`config.mk`:
```
export PLATFORM = sky130hd
export DESIGN_NAME = sdr_bank_tracker
export DESIGN_NICKNAME = d
export VERILOG_FILES = /design/src/rtl/sdr_trk_pkg.sv /design/src/rtl/sdr_cmd_decode.sv /design/src/rtl/sdr_bank_fsm.sv /design/src/rtl/sdr_viol_reg.sv /design/src/rtl/sdr_bank_tracker.sv
export SDC_FILE = /design/constraint.sdc
export NUM_CORES = 1
export LEC_CHECK = 0
export ABC_AREA = 0
export BUFFER_PORTS_ARGS = -buffer_cell sky130_fd_sc_hd__buf_4
export CAP_MARGIN = 15
export CELL_PAD_IN_SITES_DETAIL_PLACEMENT = 1
export CELL_PAD_IN_SITES_GLOBAL_PLACEMENT = 1
export CORE_MARGIN = 1
export CORE_UTILIZATION = 36
export CTS_CLUSTER_SIZE = 30
export DETAILED_ROUTE_END_ITERATION = 6
export GPL_TIMING_DRIVEN = 0
export MAX_ROUTING_LAYER = met4
export PLACE_DENSITY = 0.66
export SLEW_MARGIN = 20
export SYNTH_ARGS = -nofsm -noshare
export SYNTH_HDL_FRONTEND = slang
export SYNTH_SLANG_ARGS = --single-unit
```
`constraint.sdc`:
```
create_clock -name clk -period 7.3 [get_ports clk]
set_clock_uncertainty 0.2 [all_clocks]
set_input_delay 0.73 -clock clk [delete_from_list [all_inputs] [get_ports clk]]
set_output_delay 0.73 -clock clk [all_outputs]
set_load 0.01 [all_outputs]
```
`src/rtl/sdr_trk_pkg.sv`:
```
package sdr_trk_pkg;

   typedef enum logic [2:0] {
      CMD_NOP = 3'd0,
      CMD_ACT = 3'd1,
      CMD_RD  = 3'd2,
      CMD_RDA = 3'd3,
      CMD_WR  = 3'd4,
      CMD_WRA = 3'd5,
      CMD_PRE = 3'd6
   } cmd_e;

   typedef enum logic [1:0] {
      BS_IDLE   = 2'd0,
      BS_OPEN   = 2'd1,
      BS_APWAIT = 2'd2,
      BS_PRECH  = 2'd3
   } bstate_e;

   localparam int MAX_BL = 8;

   // number of beats for a burst-length code
   function automatic int burst_beats(input logic [1:0] code);
      return 1 << code;
   endfunction

   // effective CAS latency: 3 selects three, everything else two
   function automatic int cl_value(input logic [1:0] c);
      return (c == 2'd3) ? 3 : 2;
   endfunction

   // clocks from a read command to the internal precharge start
   function automatic int rd_ap_offset(input logic [1:0] c, input logic [1:0] blc);
      int cl;
      int lead;
      cl   = cl_value(c);
      lead = (cl == 3) ? 2 : 1;
      return cl + burst_beats(blc) - 1 - lead;
   endfunction

   // clocks from a write command to the internal precharge start
   function automatic int wr_ap_offset(input logic [1:0] blc, input logic [1:0] wm);
      return (wm == 2'b10) ? 1 : burst_beats(blc);
   endfunction

endpackage

```
`src/rtl/sdr_cmd_decode.sv`:
```
module sdr_cmd_decode
   import sdr_trk_pkg::*;
#(
   parameter int NBANKS = 4,
   parameter int BANK_W = 2,
   parameter int WAIT_W = 4
) (
   input  logic [2:0]        cmd,
   input  logic [BANK_W-1:0] bank,
   input  logic [1:0]        cas_lat,
   input  logic [1:0]        bl_code,
   input  logic [1:0]        wmode,
   output cmd_e              op,
   output logic [NBANKS-1:0] sel,
   output logic [WAIT_W-1:0] rd_off,
   output logic [WAIT_W-1:0] wr_off
);

   always_comb begin
      if (cmd == 3'd7) op = CMD_NOP;
      else             op = cmd_e'(cmd);
   end

   for (genvar g = 0; g < NBANKS; g++) begin : g_sel
      assign sel[g] = (bank == BANK_W'(g)) && (op != CMD_NOP);
   end

   assign rd_off = WAIT_W'(rd_ap_offset(cas_lat, bl_code));
   assign wr_off = WAIT_W'(wr_ap_offset(bl_code, wmode));

endmodule

```
`src/rtl/sdr_bank_fsm.sv`:
```
module sdr_bank_fsm
   import sdr_trk_pkg::*;
#(
   parameter int T_RAS  = 5,
   parameter int T_APR  = 3,
   parameter int T_RCD  = 2,
   parameter int WAIT_W = 4
) (
   input  logic              clk,
   input  logic              rst,
   input  logic              sel,
   input  cmd_e              op,
   input  logic [WAIT_W-1:0] rd_off,
   input  logic [WAIT_W-1:0] wr_off,
   output logic              ready,
   output logic              viol
);

   localparam int AGE_MAX = (T_RAS > T_RCD) ? T_RAS : T_RCD;
   localparam int AGE_W   = $clog2(AGE_MAX + 1);

   bstate_e           st_q, st_d;
   logic [AGE_W-1:0]  age_q;
   logic [WAIT_W-1:0] wait_q, wait_d;
   logic [WAIT_W-1:0] ras_rem, ap_off, ap_wait;
   logic              legal, take, start_pre;
   logic              apr_last, apr_zero;

   // legality of the presented command for this bank
   always_comb begin
      case (op)
         CMD_ACT:                        legal = (st_q == BS_IDLE) && apr_zero;
         CMD_RD, CMD_RDA, CMD_WR, CMD_WRA: legal = (st_q == BS_OPEN) && (age_q >= AGE_W'(T_RCD));
         CMD_PRE:                        legal = (st_q == BS_OPEN);
         default:                        legal = 1'b1;
      endcase
   end

   assign take = sel && legal;
   assign viol = sel && !legal;

   // clocks still missing to the minimum row-open time
   always_comb begin
      if (age_q >= AGE_W'(T_RAS)) ras_rem = '0;
      else                        ras_rem = WAIT_W'(T_RAS) - WAIT_W'(age_q);
   end

   assign ap_off  = (op == CMD_RDA) ? rd_off : wr_off;
   assign ap_wait = (ap_off > ras_rem) ? ap_off : ras_rem;

   assign start_pre = ((st_q == BS_APWAIT) && (wait_q == WAIT_W'(1)))
                   || (take && (op == CMD_PRE));

   always_comb begin
      st_d   = st_q;
      wait_d = wait_q;
      case (st_q)
         BS_IDLE:   if (take && op == CMD_ACT) st_d = BS_OPEN;
         BS_OPEN:   if (take && (op == CMD_RDA || op == CMD_WRA)) begin
                       st_d   = BS_APWAIT;
                       wait_d = ap_wait;
                    end
         BS_APWAIT: if (wait_q != WAIT_W'(1)) wait_d = wait_q - WAIT_W'(1);
         BS_PRECH:  if (apr_last) st_d = BS_IDLE;
         default:   st_d = BS_IDLE;
      endcase
      if (start_pre) st_d = (T_APR > 1) ? BS_PRECH : BS_IDLE;
   end

   always_ff @(posedge clk) begin
      if (rst) begin
         st_q   <= BS_IDLE;
         wait_q <= '0;
      end else begin
         st_q   <= st_d;
         wait_q <= wait_d;
      end
   end

   // row age since activation, saturating
   always_ff @(posedge clk) begin
      if (rst)                               age_q <= '0;
      else if (take && op == CMD_ACT)        age_q <= AGE_W'(1);
      else if (age_q < AGE_W'(AGE_MAX))      age_q <= age_q + AGE_W'(1);
   end

   // precharge recovery counter, absent when one clock suffices
   if (T_APR > 1) begin : g_apr_cnt
      localparam int APR_W = $clog2(T_APR);
      logic [APR_W-1:0] apr_q;
      always_ff @(posedge clk) begin
         if (rst)                 apr_q <= '0;
         else if (start_pre)      apr_q <= APR_W'(T_APR - 1);
         else if (apr_q != '0)    apr_q <= apr_q - APR_W'(1);
      end
      assign apr_last = (apr_q == APR_W'(1));
      assign apr_zero = (apr_q == '0);
   end else begin : g_apr_none
      assign apr_last = 1'b1;
      assign apr_zero = 1'b1;
   end

   assign ready = (st_q == BS_IDLE) && apr_zero;

endmodule

```
`src/rtl/sdr_viol_reg.sv`:
```
module sdr_viol_reg #(
   parameter int NBANKS = 4
) (
   input  logic              clk,
   input  logic              rst,
   input  logic [NBANKS-1:0] bank_viol,
   output logic              violation
);

   always_ff @(posedge clk) begin
      if (rst) violation <= 1'b0;
      else     violation <= |bank_viol;
   end

endmodule

```
`src/rtl/sdr_bank_tracker.sv`:
```
module sdr_bank_tracker
   import sdr_trk_pkg::*;
#(
   parameter int NBANKS = 4,
   parameter int T_RAS  = 5,
   parameter int T_APR  = 3,
   parameter int T_RCD  = 2,
   localparam int BANK_W   = $clog2(NBANKS),
   localparam int WAIT_MAX = (T_RAS > MAX_BL) ? T_RAS : MAX_BL,
   localparam int WAIT_W   = $clog2(WAIT_MAX + 1)
) (
   input  logic              clk,
   input  logic              rst,
   input  logic [2:0]        cmd,
   input  logic [BANK_W-1:0] bank,
   input  logic [1:0]        cas_lat,
   input  logic [1:0]        bl_code,
   input  logic [1:0]        wmode,
   output logic [NBANKS-1:0] bank_ready,
   output logic              violation
);

   initial begin
      assert (NBANKS >= 2 && (1 << BANK_W) == NBANKS)
         else $error("NBANKS must be a power of two");
      assert (T_APR >= 1) else $error("T_APR must be at least 1");
      assert (T_RCD >= 1) else $error("T_RCD must be at least 1");
      assert (T_RAS >= 1) else $error("T_RAS must be at least 1");
   end

   cmd_e              op;
   logic [NBANKS-1:0] sel;
   logic [NBANKS-1:0] bank_viol;
   logic [WAIT_W-1:0] rd_off, wr_off;

   sdr_cmd_decode #(
      .NBANKS (NBANKS),
      .BANK_W (BANK_W),
      .WAIT_W (WAIT_W)
   ) u_dec (
      .cmd     (cmd),
      .bank    (bank),
      .cas_lat (cas_lat),
      .bl_code (bl_code),
      .wmode   (wmode),
      .op      (op),
      .sel     (sel),
      .rd_off  (rd_off),
      .wr_off  (wr_off)
   );

   for (genvar g = 0; g < NBANKS; g++) begin : g_bank
      sdr_bank_fsm #(
         .T_RAS  (T_RAS),
         .T_APR  (T_APR),
         .T_RCD  (T_RCD),
         .WAIT_W (WAIT_W)
      ) u_fsm (
         .clk    (clk),
         .rst    (rst),
         .sel    (sel[g]),
         .op     (op),
         .rd_off (rd_off),
         .wr_off (wr_off),
         .ready  (bank_ready[g]),
         .viol   (bank_viol[g])
      );
   end

   sdr_viol_reg #(.NBANKS(NBANKS)) u_viol (
      .clk       (clk),
      .rst       (rst),
      .bank_viol (bank_viol),
      .violation (violation)
   );

endmodule

```
# == After elaboration in Yosys (flattened, before gate mapping) ==
# Index checks and enable logic that the tools add are counted.
# op_classes
add_sub_neg,19
order_cmp,16
eq_ne,57
shifts,1
muxes,65
n_reduce_logical,93
# op_table
op,count
two-way mux 4 bit,18
two-way mux 2 bit,25
logical AND 1 bit,36
"== test 32 x 3 -> 1 bit, second input constant",1
case mux 4 bit (2 select lines),4
nonzero test 2 bit,16
"== test 2 bit, second input constant",12
"!= test 3 x 2 -> 1 bit, second input constant",8
case mux 2 bit (3 select lines),4
"== test 2 x 1 -> 1 bit, second input constant",9
logical NOT 2 bit,9
"== test 4 x 1 -> 1 bit, second input constant",4
> comparator 4 bit,4
"!= test 2 bit, second input constant",8
"!= test 4 x 1 -> 1 bit, second input constant",4
AND reduction 4 bit,4
nonzero test 4 bit,4
OR reduction 2 bit,8
"subtractor 3 x 3 -> 4 bit, first input constant",4
"subtractor 4 x 1 -> 4 bit, second input constant",4
"adder 3 x 1 -> 3 bit, second input constant",4
"== test 3 bit, second input constant",4
">= comparator 3 x 2 -> 1 bit, second input constant",4
">= comparator 3 bit, second input constant",4
17 further kinds,49
# word_totals
regBits,45
input_bits,13
wordCells,276

# == Logic depth before layout (Yosys ltp) ==
# Gate-level depths: netlist of run 1.
# depth
depth_word,10
mapped_depth,12

# == Cells and area by module ==
# A second synthesis of run 1 with hierarchy kept.
# hier_totals
hier_cells,494
hier_area_um2,4001.3
# modules_own_cells
mod,n_inst,cells_each,area_each_um2,seq_area_each_um2
sdr_bank_fsm (g_bank[1].u_fsm ...),2,120,960.9,220.2
sdr_bank_fsm (g_bank[3].u_fsm),1,120,984.7,220.2
sdr_bank_fsm (g_bank[0].u_fsm),1,112,938.4,220.2
sdr_cmd_decode,1,19,126.4,0.0
sdr_viol_reg,1,3,30.0,20.0

# == Worst setup path before layout of run 1 ==
# OpenSTA, ideal clock, no wires.
# synth_timing
path_type,input -> register
startpoint,input port cmd[2]
endpoint,register g_bank[2].u_fsm.wait_q[0]
setup_ns,0.128
arrival_time_ns,2.876
setup_slack_ns,4.097
cell_stages,11
path_cell_list,buf_6 -> nand3b_1 -> nand3b_1 -> and3_1 -> clkbuf_1 -> ha_1 -> and4_1 -> a21oi_1 -> mux2_2 -> a221oi_1 -> nor2_1
# synth_via
elab_chain_len,9
# synth_lines
item,line_no,rtl
"start, declared",sdr_bank_tracker.sv:14,"input logic [2:0] cmd,"
== test 3 bit,sdr_cmd_decode.sv:20,if (cmd == 3'd7) op = CMD_NOP;
two-way mux 3 bit *,sdr_cmd_decode.sv:20,
branches (longest 7 deep; another with > comparator 4 bit),-,
"end signal, assigned",sdr_bank_fsm.sv:76,wait_q <= wait_d;
"end, declared",sdr_bank_fsm.sv:24,"logic [WAIT_W-1:0] wait_q, wait_d;"
# Every way passes the cells marked *. The select of a mux whose other input is x is not followed.
# A chain may end at the register's enable or synchronous reset.

# == Final worst setup path of run 1 ==
# layout_timing
startpoint,input port cmd[1]
endpoint,register g_bank[2].u_fsm.wait_q[0]
# Same word-level chain as after synthesis.

==> results of run 1 <==
==> metrics by stage <==
step           setup slack (ps)  total power [mW]  hold slack, ps    util  area [um^2]
2_1_floorplan              4097            0.4407           239.1       -         3314
3_3_place_gp               3272            0.4914           261.2  0.4037         3555
3_5_place_dp               3298            0.5013           266.6  0.4037         3555
4_1_cts                    3624            0.6626           283.3  0.4130         3637
5_1_grt                    3416            0.7050           314.3  0.4130         3637
6_report                   3630            0.6550           282.0  0.4130         3637
==> state kept, by name, indices dropped and copies added, names as in the netlist <==
| register | flops |
|---|---|
| g_bank.u_fsm.st_q | 8 |
| g_bank.u_fsm.wait_q | 16 |
| g_bank.u_fsm.age_q | 12 |
| u_viol.violation | 1 |
| g_bank.u_fsm.g_apr_cnt.apr_q | 8 |
==> logic make-up after synthesis <==
logic type	after synthesis	synth area share
buffers and inverters	36	0.05108
other	1	0.001134
flip-flops	45	0.2724
AO/OA/AOI/OAI	101	0.2062
adder cells (fa/ha/maj)	33	0.1241
multiplexers	8	0.02497
AND/OR/NAND/NOR	174	0.2959
XOR/XNOR	7	0.02422
==> cell usage in the layout (no fill, tap or decap), types with 3 or more instances in the layout <==
master,Yosys,layout
sky130_fd_sc_hd__nor2_1,34,34
sky130_fd_sc_hd__a31oi_1,5,5
sky130_fd_sc_hd__nor4_1,8,8
sky130_fd_sc_hd__buf_4,7,21
sky130_fd_sc_hd__nor2b_1,16,16
sky130_fd_sc_hd__nor3b_1,3,3
sky130_fd_sc_hd__a211oi_1,8,8
sky130_fd_sc_hd__and4_1,3,3
sky130_fd_sc_hd__inv_1,19,19
sky130_fd_sc_hd__nand2b_1,15,15
sky130_fd_sc_hd__nor3_1,13,13
sky130_fd_sc_hd__conb_1,1,3
sky130_fd_sc_hd__a21oi_1,39,39
sky130_fd_sc_hd__nand2_1,36,36
sky130_fd_sc_hd__or2_2,4,4
sky130_fd_sc_hd__a32o_1,4,4
sky130_fd_sc_hd__a22oi_1,8,8
sky130_fd_sc_hd__a221oi_1,3,3
sky130_fd_sc_hd__o21a_1,3,3
sky130_fd_sc_hd__mux2i_1,6,6
sky130_fd_sc_hd__o21ai_0,10,10
sky130_fd_sc_hd__nand3b_1,6,6
sky130_fd_sc_hd__and3_1,7,7
sky130_fd_sc_hd__nand3_1,6,6
sky130_fd_sc_hd__clkbuf_1,9,10
sky130_fd_sc_hd__dfxtp_1,45,45
sky130_fd_sc_hd__clkbuf_8,0,5
sky130_fd_sc_hd__a211o_1,3,3
sky130_fd_sc_hd__and2_1,4,4
sky130_fd_sc_hd__nand4_1,4,4
sky130_fd_sc_hd__ha_1,32,32
sky130_fd_sc_hd__o211ai_1,4,4
sky130_fd_sc_hd__xnor2_1,5,5
==> worst paths after layout <==
path | slack, ps | end | from
hold / removal | 280 | g_bank[3].u_fsm.wait_q[1] | g_bank[3].u_fsm.wait_q[1]
hold reg to reg | 280 | g_bank[3].u_fsm.wait_q[1] | g_bank[3].u_fsm.wait_q[1]
setup reg to reg | 4190 | g_bank[0].u_fsm.wait_q[0] | g_bank[0].u_fsm.age_q[1]
setup / recovery | 3630 | g_bank[2].u_fsm.wait_q[0] | cmd[1]
==> layout make-up <==
class,count,area share
multi-input cells,326,0.6171
flip-flops and latches,45,0.2477
well taps,108,0.03715
repair buffers,14,0.02890
plain buffers,17,0.02683
clock buffers,6,0.01995
inverters,19,0.01961
clock inverters,2,0.002752
==> per-layer routing <==
metal / part of all wire / track usage
met1: 0.49 / 0.2735
met2: 0.47 / 0.3651
met3: 0.023 / 0.02649
met4: 0.013 / 0.05012
met5: 0 / -
==> power breakdown <==
part,leakage (nW),switching [mW],internal [mW]
clock,0.0450,0.0922,0.0667
combinational,1.03,0.123,0.0953
sequential,0.365,0.0189,0.259
==> tightest hold or removal path, stage by stage (launching register included) <==
cell and delay [ps]:
sky130_fd_sc_hd__dfxtp_1 330, sky130_fd_sc_hd__nand2_1 60, sky130_fd_sc_hd__a21oi_1 60
==> metrics.txt, run 1 <==
# TYPE chip_impl_metric gauge
chip_impl_metric{name="grt_overflow",unit=""} 0
chip_impl_metric{name="power_per_cell_area",unit="nW/um^2"} 180.1
chip_impl_metric{name="max_cap_violations",unit=""} 0
chip_impl_metric{name="critical_path_required",unit="ps"} 7260
chip_impl_metric{name="cts-htree-levels",unit=""} 2
chip_impl_metric{name="initial_utilization",unit=""} 0.3755
chip_impl_metric{name="synthesis.area_per_instance",unit="um^2"} 8.165
chip_impl_metric{name="routability_driven_placement_congestion_ratio",unit=""} 0.7935
chip_impl_metric{name="synthesis.instances",unit=""} 405
chip_impl_metric{name="drt_pass1_iterations",unit=""} 6
chip_impl_metric{name="fp.dieH",unit="um"} 97.85
chip_impl_metric{name="cp_max_fo",unit=""} 10
chip_impl_metric{name="fillCellCount",unit=""} 1093
chip_impl_metric{name="detailedPlacementHpwl",unit="um"} 7066
chip_impl_metric{name="leakage_power_summed_over_all_cells",unit="nW"} 1.443
chip_impl_metric{name="maximum_number_of_pins_on_one_net_before_global_route_repair",unit=""} 14
chip_impl_metric{name="hold_path_depth",unit=""} 2
chip_impl_metric{name="synth-edff-count",unit=""} 0
chip_impl_metric{name="irDropWorstVdd",unit="mV"} 0.08515
chip_impl_metric{name="grt_pass1_vias",unit=""} 3192
chip_impl_info{name="path_delay_family",value="compound AO/OA/AOI/OAI gates"} 1
chip_impl_metric{name="register_area",unit="um^2"} 900.9
chip_impl_info{name="failed_checks",value="design-rule violations"} 1
chip_impl_metric{name="worstPathArrival",unit="ps"} 3630
chip_impl_metric{name="place_inst",unit=""} 529
chip_impl_metric{name="top_level_ports",unit=""} 18
chip_impl_info{name="worstPathCellList",value="buf_4 -> buf_4 -> nand3b_1 -> nand3b_1 -> o21ai_0 -> inv_1 -> ha_1 -> and4_1 -> a21oi_1 -> mux2_2 -> a221oi_1 -> nor2_1"} 1
chip_impl_info{name="grt_setup_unrepaired",value="no"} 1
chip_impl_info{name="status",value="finished, violations left"} 1
chip_impl_metric{name="asyncSetResetFlopFracSynth",unit=""} 0
chip_impl_info{name="critical_path.slowest_cell",value="sky130_fd_sc_hd__mux2_2"} 1
chip_impl_metric{name="grt_antenna_before_repair",unit=""} 0
chip_impl_metric{name="postCtsSetupRepairBufs",unit=""} 0
chip_impl_metric{name="slew-limit-headroom",unit=""} 0.4273
chip_impl_metric{name="layout-drive-gt1-share",unit=""} 0.1026
chip_impl_metric{name="postRouteAntennaNets",unit=""} 0
chip_impl_metric{name="grt_first_pass_wirelength",unit="um"} 16170
chip_impl_metric{name="cts_buffers",unit=""} 5
chip_impl_metric{name="clk_latency",unit="ps"} 310
chip_impl_info{name="worst_setup_path_end_kind",value="flop"} 1
chip_impl_metric{name="multi_input_area",unit="um^2"} 2245
chip_impl_metric{name="crit_path_max_incr_delay",unit="ps"} 390
chip_impl_metric{name="tritoncts_num_sinks",unit=""} 45
chip_impl_metric{name="dieArea",unit="um^2"} 9574
chip_impl_info{name="synthTopCellsByArea",value="sky130_fd_sc_hd__dfxtp_1 (27%), sky130_fd_sc_hd__ha_1 (12%), sky130_fd_sc_hd__a21oi_1 (5.9%)"} 1
chip_impl_info{name="cp-start-kind",value="input port"} 1
chip_impl_metric{name="placement_rows",unit=""} 34
chip_impl_metric{name="yosys_warnings",unit=""} 0
chip_impl_metric{name="reg2regPathDepth",unit=""} 11
chip_impl_metric{name="areaGrowthSynthToFinish",unit="%"} 9.989
chip_impl_metric{name="synth_area",unit="um^2"} 3307
chip_impl_info{name="synth.largest_area_cell",value="sky130_fd_sc_hd__dfxtp_1"} 1
chip_impl_info{name="synth_most_common_cell",value="sky130_fd_sc_hd__dfxtp_1"} 1
chip_impl_metric{name="design.core.area",unit="um^2"} 8806
chip_impl_metric{name="timing.final.crit_share",unit=""} 0.5027
chip_impl_metric{name="postCtsResizedCells",unit=""} 0
chip_impl_metric{name="drt_iter0_markers",unit=""} 75
chip_impl_metric{name="post_synth_num_cell_types",unit=""} 63
chip_impl_metric{name="setup-violations-final",unit=""} 0
chip_impl_metric{name="die_w",unit="um"} 97.85
chip_impl_metric{name="final-hold-violation-count",unit=""} 0
chip_impl_info{name="yosys_most_used_dff",value="sky130_fd_sc_hd__dfxtp_1"} 1
chip_impl_info{name="worstSetupPathType",value="input port to flop"} 1
chip_impl_metric{name="maxClockFrequency",unit="MHz"} 272.5
chip_impl_metric{name="timing.final.crit_period",unit="ps"} 3670
chip_impl_metric{name="synth_top_cell_area_share",unit=""} 0.2724
chip_impl_info{name="worst_hold_path_type",value="flop to flop"} 1
chip_impl_metric{name="clk_pin_slew",unit="ps"} 90
chip_impl_metric{name="drc",unit=""} 2
chip_impl_metric{name="post_layout_nonfiller_instances",unit=""} 537
chip_impl_metric{name="timing_max_transition_violations_final",unit=""} 0
chip_impl_metric{name="io_buffers",unit=""} 14
chip_impl_info{name="synth_top_cells_by_count",value="sky130_fd_sc_hd__dfxtp_1 (45), sky130_fd_sc_hd__a21oi_1 (39), sky130_fd_sc_hd__nand2_1 (36), sky130_fd_sc_hd__nor2_1 (34), sky130_fd_sc_hd__ha_1 (32)"} 1
chip_impl_metric{name="avgRoutedWirePerCell",unit="um"} 17.35
chip_impl_metric{name="ys_seq_area_frac",unit=""} 0.2724
chip_impl_metric{name="final_net_count",unit=""} 473
chip_impl_metric{name="critical_path_buf_inv_count",unit=""} 3
chip_impl_info{name="clockRootBuffer",value="sky130_fd_sc_hd__clkbuf_8"} 1
chip_impl_metric{name="total_of_flip_flops_plus_latches_after_synthesis",unit=""} 45
chip_impl_metric{name="vias",unit=""} 3055
chip_impl_info{name="cts_tree",value="built"} 1
chip_impl_metric{name="antennaDiodeCount",unit=""} 0
chip_impl_metric{name="cts-root-to-sink-buffers",unit=""} 2
chip_impl_metric{name="grt_util_all_layers",unit=""} 0.2159
chip_impl_metric{name="worst_slew_pin_slew",unit="ps"} 850.0
chip_impl_metric{name="ctsHoldBuffers",unit=""} 0
chip_impl_metric{name="setup_total_negative_slack",unit="ps"} 0
chip_impl_metric{name="detail_route.vias_per_cell",unit=""} 5.689
chip_impl_metric{name="wirelength",unit="um"} 9318
chip_impl_metric{name="crit_cells",unit=""} 12
Power figures use the tool's default switching activity.
==> inputs of run 2 (changes only) <==
--- a/config.mk
+++ b/config.mk
@@ -16,7 +16,7 @@
 export DETAILED_ROUTE_END_ITERATION = 6
 export GPL_TIMING_DRIVEN = 0
 export MAX_ROUTING_LAYER = met4
-export PLACE_DENSITY = 0.66
+export PLACE_DENSITY = 0.68
 export SLEW_MARGIN = 20
 export SYNTH_ARGS = -nofsm -noshare
 export SYNTH_HDL_FRONTEND = slang
==> constraint.sdc (replaced) <==
create_clock -name clk -period 3.07 [get_ports clk]
set_clock_uncertainty 0.2 [all_clocks]
set_input_delay 0.307 -clock clk [delete_from_list [all_inputs] [get_ports clk]]
set_output_delay 0.307 -clock clk [all_outputs]
set_load 0.01 [all_outputs]
==> run 2 against run 1 <==
  * The run still ends with design-rule violations left
  * Combinational power rose by 140%
  * Worst hold slack better by 4.2 ps
  * Cell count shrank 0.19%
  * Sequential share of layout area is 0.31 points lower
  * Register-to-register slack got worse by 4100 ps
  * Core utilization up 0.53 points
  * Worst setup slack worse by 3500 ps
==> metrics.txt, run 2 (same netlist as run 1, synthesis figures left out) <==
# TYPE chip_impl_metric gauge
chip_impl_metric{name="worstPathArrival",unit="ps"} 2930
chip_impl_metric{name="leakage_power_summed_over_all_cells",unit="nW"} 1.454
chip_impl_metric{name="fillCellCount",unit=""} 1090
chip_impl_info{name="worst_hold_path_type",value="flop to flop"} 1
chip_impl_metric{name="critical_path_required",unit="ps"} 3040
chip_impl_metric{name="timing.final.crit_period",unit="ps"} 2960
chip_impl_metric{name="postLayoutCoreUtil",unit=""} 0.4183
chip_impl_info{name="cp-start-kind",value="input port"} 1
chip_impl_metric{name="timing_max_transition_violations_final",unit=""} 0
chip_impl_metric{name="antennaDiodeCount",unit=""} 0
chip_impl_info{name="largest_registers",value="g_bank.u_fsm.wait_q (16), g_bank.u_fsm.age_q (12)"} 1
chip_impl_info{name="cts_tree",value="built"} 1
chip_impl_metric{name="worst_slew_pin_slew",unit="ps"} 742.0
chip_impl_metric{name="setup-violations-final",unit=""} 0
chip_impl_metric{name="max_cap_violations",unit=""} 0
chip_impl_info{name="failed_checks",value="design-rule violations"} 1
chip_impl_metric{name="cp_max_fo",unit=""} 10
chip_impl_metric{name="wirelength",unit="um"} 9234
chip_impl_info{name="layout.cells.most_common_list",value="sky130_fd_sc_hd__dfxtp_1 (45), sky130_fd_sc_hd__a21oi_1 (36), sky130_fd_sc_hd__nand2_1 (36), sky130_fd_sc_hd__nor2_1 (34), sky130_fd_sc_hd__ha_1 (32)"} 1
chip_impl_info{name="most_common_library_cell_in_the_layout_ignoring_fill_and_taps",value="sky130_fd_sc_hd__dfxtp_1"} 1
chip_impl_metric{name="slew-limit-headroom",unit=""} 0.5053
chip_impl_metric{name="place_inst",unit=""} 529
chip_impl_metric{name="irDropWorstVdd",unit="mV"} 0.2100
chip_impl_metric{name="dpl_worst_slack",unit="ps"} -596.0
chip_impl_metric{name="grt_antenna_before_repair",unit=""} 0
chip_impl_metric{name="drt_iter0_markers",unit=""} 102
chip_impl_metric{name="grt_pass1_vias",unit=""} 3086
chip_impl_metric{name="areaGrowthSynthToFinish",unit="%"} 11.39
chip_impl_metric{name="clk_pin_slew",unit="ps"} 100
chip_impl_metric{name="postRouteAntennaNets",unit=""} 0
chip_impl_metric{name="dieArea",unit="um^2"} 9574
chip_impl_metric{name="maxClockFrequency",unit="MHz"} 337.8
chip_impl_metric{name="cts-root-to-sink-buffers",unit=""} 2
chip_impl_metric{name="clk_latency",unit="ps"} 310
chip_impl_metric{name="grt_first_pass_wirelength",unit="um"} 15200
chip_impl_metric{name="largest_register_ff_count",unit=""} 16
chip_impl_metric{name="drt_pass1_iterations",unit=""} 6
chip_impl_info{name="clockRootBuffer",value="sky130_fd_sc_hd__clkbuf_8"} 1
chip_impl_metric{name="initial_utilization",unit=""} 0.3755
chip_impl_metric{name="cts_buffers",unit=""} 5
chip_impl_metric{name="die_w",unit="um"} 97.85
chip_impl_metric{name="post_layout_nonfiller_instances",unit=""} 536
chip_impl_metric{name="fp.dieH",unit="um"} 97.85
chip_impl_metric{name="design.core.area",unit="um^2"} 8806
chip_impl_metric{name="avgRoutedWirePerCell",unit="um"} 17.23
chip_impl_metric{name="final-hold-violation-count",unit=""} 0
chip_impl_metric{name="reg2reg_slack",unit="ps"} 140
chip_impl_metric{name="final.setup.worst_slack",unit="ps"} 110.1
chip_impl_metric{name="power",unit="mW"} 1.664
chip_impl_metric{name="timing.final.crit_share",unit=""} 0.9641
chip_impl_metric{name="tritoncts_num_sinks",unit=""} 45
chip_impl_metric{name="maximum_number_of_pins_on_one_net_before_global_route_repair",unit=""} 16
chip_impl_metric{name="cts-htree-levels",unit=""} 2
chip_impl_metric{name="top_level_ports",unit=""} 18
chip_impl_info{name="grt_setup_unrepaired",value="yes"} 1
chip_impl_metric{name="vias",unit=""} 3001
chip_impl_metric{name="detail_route.vias_per_cell",unit=""} 5.599
chip_impl_metric{name="final_net_count",unit=""} 472
chip_impl_info{name="worstSetupPathType",value="input port to flop"} 1
chip_impl_metric{name="multi_input_area",unit="um^2"} 2262
chip_impl_metric{name="io_buffers",unit=""} 14
chip_impl_metric{name="detailedPlacementHpwl",unit="um"} 7005
chip_impl_info{name="status",value="finished, violations left"} 1
chip_impl_metric{name="register_area",unit="um^2"} 900.9
chip_impl_info{name="worst_setup_path_end_kind",value="flop"} 1
chip_impl_info{name="register_with_the_most_flip_flops",value="g_bank.u_fsm.wait_q"} 1
chip_impl_metric{name="drc",unit=""} 2
chip_impl_metric{name="power_per_cell_area",unit="nW/um^2"} 451.7
chip_impl_metric{name="routability_driven_placement_congestion_ratio",unit=""} 0.8155
chip_impl_metric{name="placement_rows",unit=""} 34
chip_impl_metric{name="layout-drive-gt1-share",unit=""} 0.1192
chip_impl_metric{name="grt_overflow",unit=""} 0
chip_impl_metric{name="grt_util_all_layers",unit=""} 0.2043
run 2: cell types whose count changed in the layout (fill, tap and decap cells not counted), sizes merged:
cell	previous run	this run
clkbuf	15	13
clkinvlp	0	1
bufinv	0	1
clkinv	2	1
run 2: final timing paths:
path,cells past startpoint,startpoint,endpoint
worst min-delay path,1,g_bank[1].u_fsm.g_apr_cnt.apr_q[0],g_bank[1].u_fsm.g_apr_cnt.apr_q[0]
worst min register to register,1,g_bank[1].u_fsm.g_apr_cnt.apr_q[0],g_bank[1].u_fsm.g_apr_cnt.apr_q[0]
worst max-delay path,13,cmd[1],g_bank[2].u_fsm.wait_q[0]
worst max register to register,11,g_bank[0].u_fsm.age_q[1],g_bank[0].u_fsm.wait_q[0]
run 2: stage by stage:
stage / TNS, ps / instance area [um^2] / hold slack, ps
final: 0 / 3684 / 286.2
after CTS: 0 / 3675 / 287.0
after floorplan: 0 / 3314 / 239.1
after detailed placement: -4943 / 3555 / 268.4
after global routing: -30.86 / 3684 / 304.8
after global placement: -3341 / 3555 / 260.3
run 2: repair_timing:
item | in CTS | in global routing
gates resized for setup | 4 | 3
pin swaps | 0 | 0
hold buffers | 0 | 0
setup endpoints to repair | 8 | 3
setup buffers | 0 | 0
run 2: layout make-up:
| cell class | count | area share |
|---|---|---|
| clock inverter | 3 | 0.01257 |
| tap | 108 | 0.03668 |
| multi-input combinational | 326 | 0.6141 |
| buffer | 16 | 0.02548 |
| timing repair buffer | 14 | 0.02853 |
| sequential | 45 | 0.2446 |
| inverter | 19 | 0.01936 |
| clock buffer | 5 | 0.01868 |
run 2: report_power, final:
part / switching (mW) / internal [mW] / total [mW] / leakage, nW
sequential: 0.0438 / 0.616 / 0.659 / 0.365
clock: 0.228 / 0.244 / 0.472 / 0.0543
combinational: 0.300 / 0.232 / 0.532 / 1.03
total: 0.572 / 1.09 / 1.66 / 1.45
run 2: layer usage:
metal  track usage  routed length [um]  share of wire
met1        0.2442                4348           0.47
met2        0.3635                4609           0.50
met3       0.02792                 202          0.022
met4       0.04312                  74         0.0080
met5             -                   0              0
run 2: worst max-delay path, cell delays in order:
cell                       delay, ps
sky130_fd_sc_hd__buf_4           110
sky130_fd_sc_hd__buf_4           180
sky130_fd_sc_hd__nand3b_1        160
sky130_fd_sc_hd__nand3b_1        180
sky130_fd_sc_hd__nand3b_1        150
sky130_fd_sc_hd__inv_1           180
sky130_fd_sc_hd__ha_1            350
sky130_fd_sc_hd__nor2b_1         180
sky130_fd_sc_hd__o211ai_1        130
sky130_fd_sc_hd__a21oi_2         260
sky130_fd_sc_hd__mux2_2          370
sky130_fd_sc_hd__a221oi_1        270
sky130_fd_sc_hd__nor2_1           80
==> inputs of run 3 (changes only) <==
--- a/config.mk
+++ b/config.mk
@@ -12,11 +12,13 @@
 export CELL_PAD_IN_SITES_GLOBAL_PLACEMENT = 1
 export CORE_MARGIN = 1
 export CORE_UTILIZATION = 36
+export CTS_BUF_LIST = sky130_fd_sc_hd__clkbuf_8
 export CTS_CLUSTER_SIZE = 30
 export DETAILED_ROUTE_END_ITERATION = 6
 export GPL_TIMING_DRIVEN = 0
 export MAX_ROUTING_LAYER = met4
 export PLACE_DENSITY = 0.68
+export REMOVE_ABC_BUFFERS = 1
 export SLEW_MARGIN = 20
 export SYNTH_ARGS = -nofsm -noshare
 export SYNTH_HDL_FRONTEND = slang
==> run 3 against run 2 <==
  * The run still ends with design-rule violations left
  * Core utilization fell by 1.3 points
  * Fmax rose by 3.7%
  * Clock power fell by 25%
  * Largest cell class unchanged
  * Sequential share of layout area rose by 0.85 points
  * Highest routed layer unchanged
  * Design area fell by 3.2%
  * Sequential power rose by 1%
  * Worst hold slack got worse by 63 ps
  * Register-to-register slack improved by 90 ps
  * Cell count fell by 2.8%
  * Routed wire length fell by 11%
  * Die area did not move
==> metrics.txt, run 3 (same netlist as run 1, synthesis figures left out) <==
# TYPE chip_impl_metric gauge
chip_impl_info{name="status",value="finished, violations left"} 1
chip_impl_info{name="failed_checks",value="design-rule violations"} 1
chip_impl_metric{name="postLayoutCoreUtil",unit=""} 0.4048
chip_impl_metric{name="post_layout_nonfiller_instances",unit=""} 521
chip_impl_metric{name="cts-root-to-sink-buffers",unit=""} 2
chip_impl_metric{name="cts-htree-levels",unit=""} 2
chip_impl_metric{name="worstPathArrival",unit="ps"} 2830
chip_impl_metric{name="die_w",unit="um"} 97.85
chip_impl_metric{name="io_buffers",unit=""} 15
chip_impl_metric{name="register_area",unit="um^2"} 902.1
chip_impl_metric{name="vias",unit=""} 2947
chip_impl_metric{name="grt_antenna_before_repair",unit=""} 0
chip_impl_metric{name="power.clock.fraction",unit=""} 0.232
chip_impl_metric{name="power_switching_share",unit=""} 0.3455
chip_impl_metric{name="power_per_cell_area",unit="nW/um^2"} 424.9
chip_impl_info{name="grt_setup_unrepaired",value="no"} 1
chip_impl_metric{name="final.setup.worst_slack",unit="ps"} 216.0
chip_impl_metric{name="met2RoutedLength",unit="um"} 3755
chip_impl_metric{name="layout-drive-gt1-share",unit=""} 0.09927
chip_impl_metric{name="largest_register_ff_count",unit=""} 16
chip_impl_metric{name="final-hold-violation-count",unit=""} 0
chip_impl_info{name="layout.cells.most_common_list",value="sky130_fd_sc_hd__dfxtp_1 (44), sky130_fd_sc_hd__a21oi_1 (38), sky130_fd_sc_hd__nand2_1 (36), sky130_fd_sc_hd__nor2_1 (34), sky130_fd_sc_hd__ha_1 (31)"} 1
chip_impl_metric{name="route.met3.wl",unit="um"} 233
chip_impl_metric{name="place_inst",unit=""} 513
chip_impl_metric{name="initial_utilization",unit=""} 0.3755
chip_impl_metric{name="timing.final.crit_share",unit=""} 0.9296
chip_impl_info{name="clockRootBuffer",value="sky130_fd_sc_hd__clkbuf_8"} 1
chip_impl_metric{name="timing_max_transition_violations_final",unit=""} 0
chip_impl_metric{name="grt_first_pass_wirelength",unit="um"} 14560
chip_impl_metric{name="drc",unit=""} 2
chip_impl_metric{name="top_level_ports",unit=""} 18
chip_impl_metric{name="comb_power_share",unit=""} 0.327
chip_impl_metric{name="dpl_worst_slack",unit="ps"} -475.6
chip_impl_metric{name="drt_iter0_markers",unit=""} 106
chip_impl_metric{name="max_cap_violations",unit=""} 0
chip_impl_metric{name="dieArea",unit="um^2"} 9574
chip_impl_info{name="largest_registers",value="g_bank.u_fsm.wait_q (16), g_bank.u_fsm.age_q (12)"} 1
chip_impl_metric{name="netSwitchingPower",unit="mW"} 0.5232
chip_impl_metric{name="timing.final.crit_period",unit="ps"} 2854
chip_impl_metric{name="setup-violations-final",unit=""} 0
chip_impl_metric{name="drt_pass1_iterations",unit=""} 6
chip_impl_metric{name="leakage_power_summed_over_all_cells",unit="nW"} 1.407
chip_impl_info{name="cp-start-kind",value="input port"} 1
chip_impl_metric{name="detail_route.vias_per_cell",unit=""} 5.656
chip_impl_metric{name="avgRoutedWirePerCell",unit="um"} 15.82
chip_impl_metric{name="placement_rows",unit=""} 34
chip_impl_metric{name="critical_path_required",unit="ps"} 3040
chip_impl_info{name="worst_setup_path_end_kind",value="flop"} 1
chip_impl_metric{name="clk_latency",unit="ps"} 300
chip_impl_metric{name="final_net_count",unit=""} 457
chip_impl_metric{name="placedInstanceArea",unit="um^2"} 3465
chip_impl_metric{name="grt_util_all_layers",unit=""} 0.1926
chip_impl_info{name="worstSetupPathType",value="input port to flop"} 1
chip_impl_metric{name="grt_overflow",unit=""} 0
chip_impl_info{name="worst_hold_path_type",value="input port to flop"} 1
chip_impl_metric{name="areaGrowthSynthToFinish",unit="%"} 7.794
chip_impl_metric{name="postRouteAntennaNets",unit=""} 0
chip_impl_info{name="top_layer_used",value="met4"} 1
chip_impl_metric{name="ctsHoldBuffers",unit=""} 0
chip_impl_metric{name="fillCellCount",unit=""} 1084
chip_impl_metric{name="power",unit="mW"} 1.515
chip_impl_metric{name="cell_internal_pwr",unit="mW"} 0.9913
chip_impl_metric{name="wirelength",unit="um"} 8242
chip_impl_metric{name="post-route-cell-area",unit="um^2"} 3565
chip_impl_metric{name="cp_max_fo",unit=""} 11
chip_impl_metric{name="grt_pass1_vias",unit=""} 3052
chip_impl_metric{name="antennaDiodeCount",unit=""} 0
chip_impl_metric{name="maximum_number_of_pins_on_one_net_before_global_route_repair",unit=""} 46
chip_impl_metric{name="maxClockFrequency",unit="MHz"} 350.4
chip_impl_metric{name="multi_input_area",unit="um^2"} 2263
chip_impl_metric{name="routedLengthMet1",unit="um"} 4158
chip_impl_metric{name="cts_buffers",unit=""} 5
chip_impl_metric{name="reg2reg_slack",unit="ps"} 230
chip_impl_metric{name="design.core.area",unit="um^2"} 8806
chip_impl_info{name="register_with_the_most_flip_flops",value="g_bank.u_fsm.wait_q"} 1
chip_impl_metric{name="clk_pin_slew",unit="ps"} 80
chip_impl_metric{name="routability_driven_placement_congestion_ratio",unit=""} 0.7876
chip_impl_metric{name="fp.dieH",unit="um"} 97.85
chip_impl_metric{name="detailedPlacementHpwl",unit="um"} 6224
chip_impl_info{name="cts_tree",value="built"} 1
chip_impl_metric{name="tritoncts_num_sinks",unit=""} 45
chip_impl_metric{name="slew-limit-headroom",unit=""} 0.4746
chip_impl_metric{name="irDropWorstVdd",unit="mV"} 0.1418
chip_impl_metric{name="seqPwrFrac",unit=""} 0.440
chip_impl_info{name="most_common_library_cell_in_the_layout_ignoring_fill_and_taps",value="sky130_fd_sc_hd__dfxtp_1"} 1
chip_impl_metric{name="worst_slew_pin_slew",unit="ps"} 780.9
-- run 3: cell count changes in the layout (fill, tap and decap cells not counted), sizes merged --
cell / delta
clkinvlp: -1
inv: +3
bufinv: -1
clkinv: -1
buf: -7
clkbuf: -8
-- run 3: layout make-up --
class | count | share of cell area
flip-flops and latches | 45 | 0.2531
repair buffers | 15 | 0.03159
inverters | 19 | 0.02001
clock buffers | 5 | 0.01931
clock inverters | 3 | 0.003159
multi-input cells | 326 | 0.6350
well taps | 108 | 0.03791
-- run 3: worst max-delay path: stages --
cell                       delay (ps)
sky130_fd_sc_hd__buf_4            170
sky130_fd_sc_hd__nand3b_1         220
sky130_fd_sc_hd__nand3b_1         190
sky130_fd_sc_hd__nand3b_1         180
sky130_fd_sc_hd__inv_1            270
sky130_fd_sc_hd__ha_1             290
sky130_fd_sc_hd__and4_1           160
sky130_fd_sc_hd__a21oi_1          310
sky130_fd_sc_hd__mux2_2           380
sky130_fd_sc_hd__a221oi_1         280
sky130_fd_sc_hd__nor2_1            60
-- run 3: metrics by stage --
stage,hold WS [ps],setup TNS [ps]
2_1_floorplan,176.1,0
3_3_place_gp,253.9,-2961
3_5_place_dp,266.9,-3202
4_1_cts,230.1,0
5_1_grt,266.8,0
6_report,223.3,0
-- run 3: power by group through the flow --
stage,Clock [mW],Sequential [mW],Combinational (mW)
global route,0.401,0.674,0.568
global placement,0,0.675,0.473
CTS,0.379,0.664,0.498
detailed placement,0,0.677,0.496
finish,0.352,0.667,0.496
floorplan,0,0.665,0.364
-- run 3: path summary, 6_finish.rpt --
kind	start	end	depth (start not counted)
worst max register to register	g_bank[0].u_fsm.age_q[1]	g_bank[0].u_fsm.wait_q[0]	12
worst max-delay path	cmd[2]	g_bank[2].u_fsm.wait_q[0]	11
worst min-delay path	bank[1]	g_bank[0].u_fsm.age_q[0]	4
worst min register to register	g_bank[1].u_fsm.g_apr_cnt.apr_q[0]	g_bank[1].u_fsm.g_apr_cnt.apr_q[0]	1
-- run 3: what timing repair did --
item	in CTS	in global routing
endpoints found under the setup margin	4	3
pin swaps	0	0
buffers inserted	0	0
cloned	0	0
gates resized for setup	3	5
-- run 3: routing by layer --
metal | up-vias | GRT usage
met5 | - | -
met2 | 34 | 0.3066
met1 | 1416 | 0.2548
li1 | 1488 | -
met3 | 9 | 0.02434
met4 | 0 | 0.05594
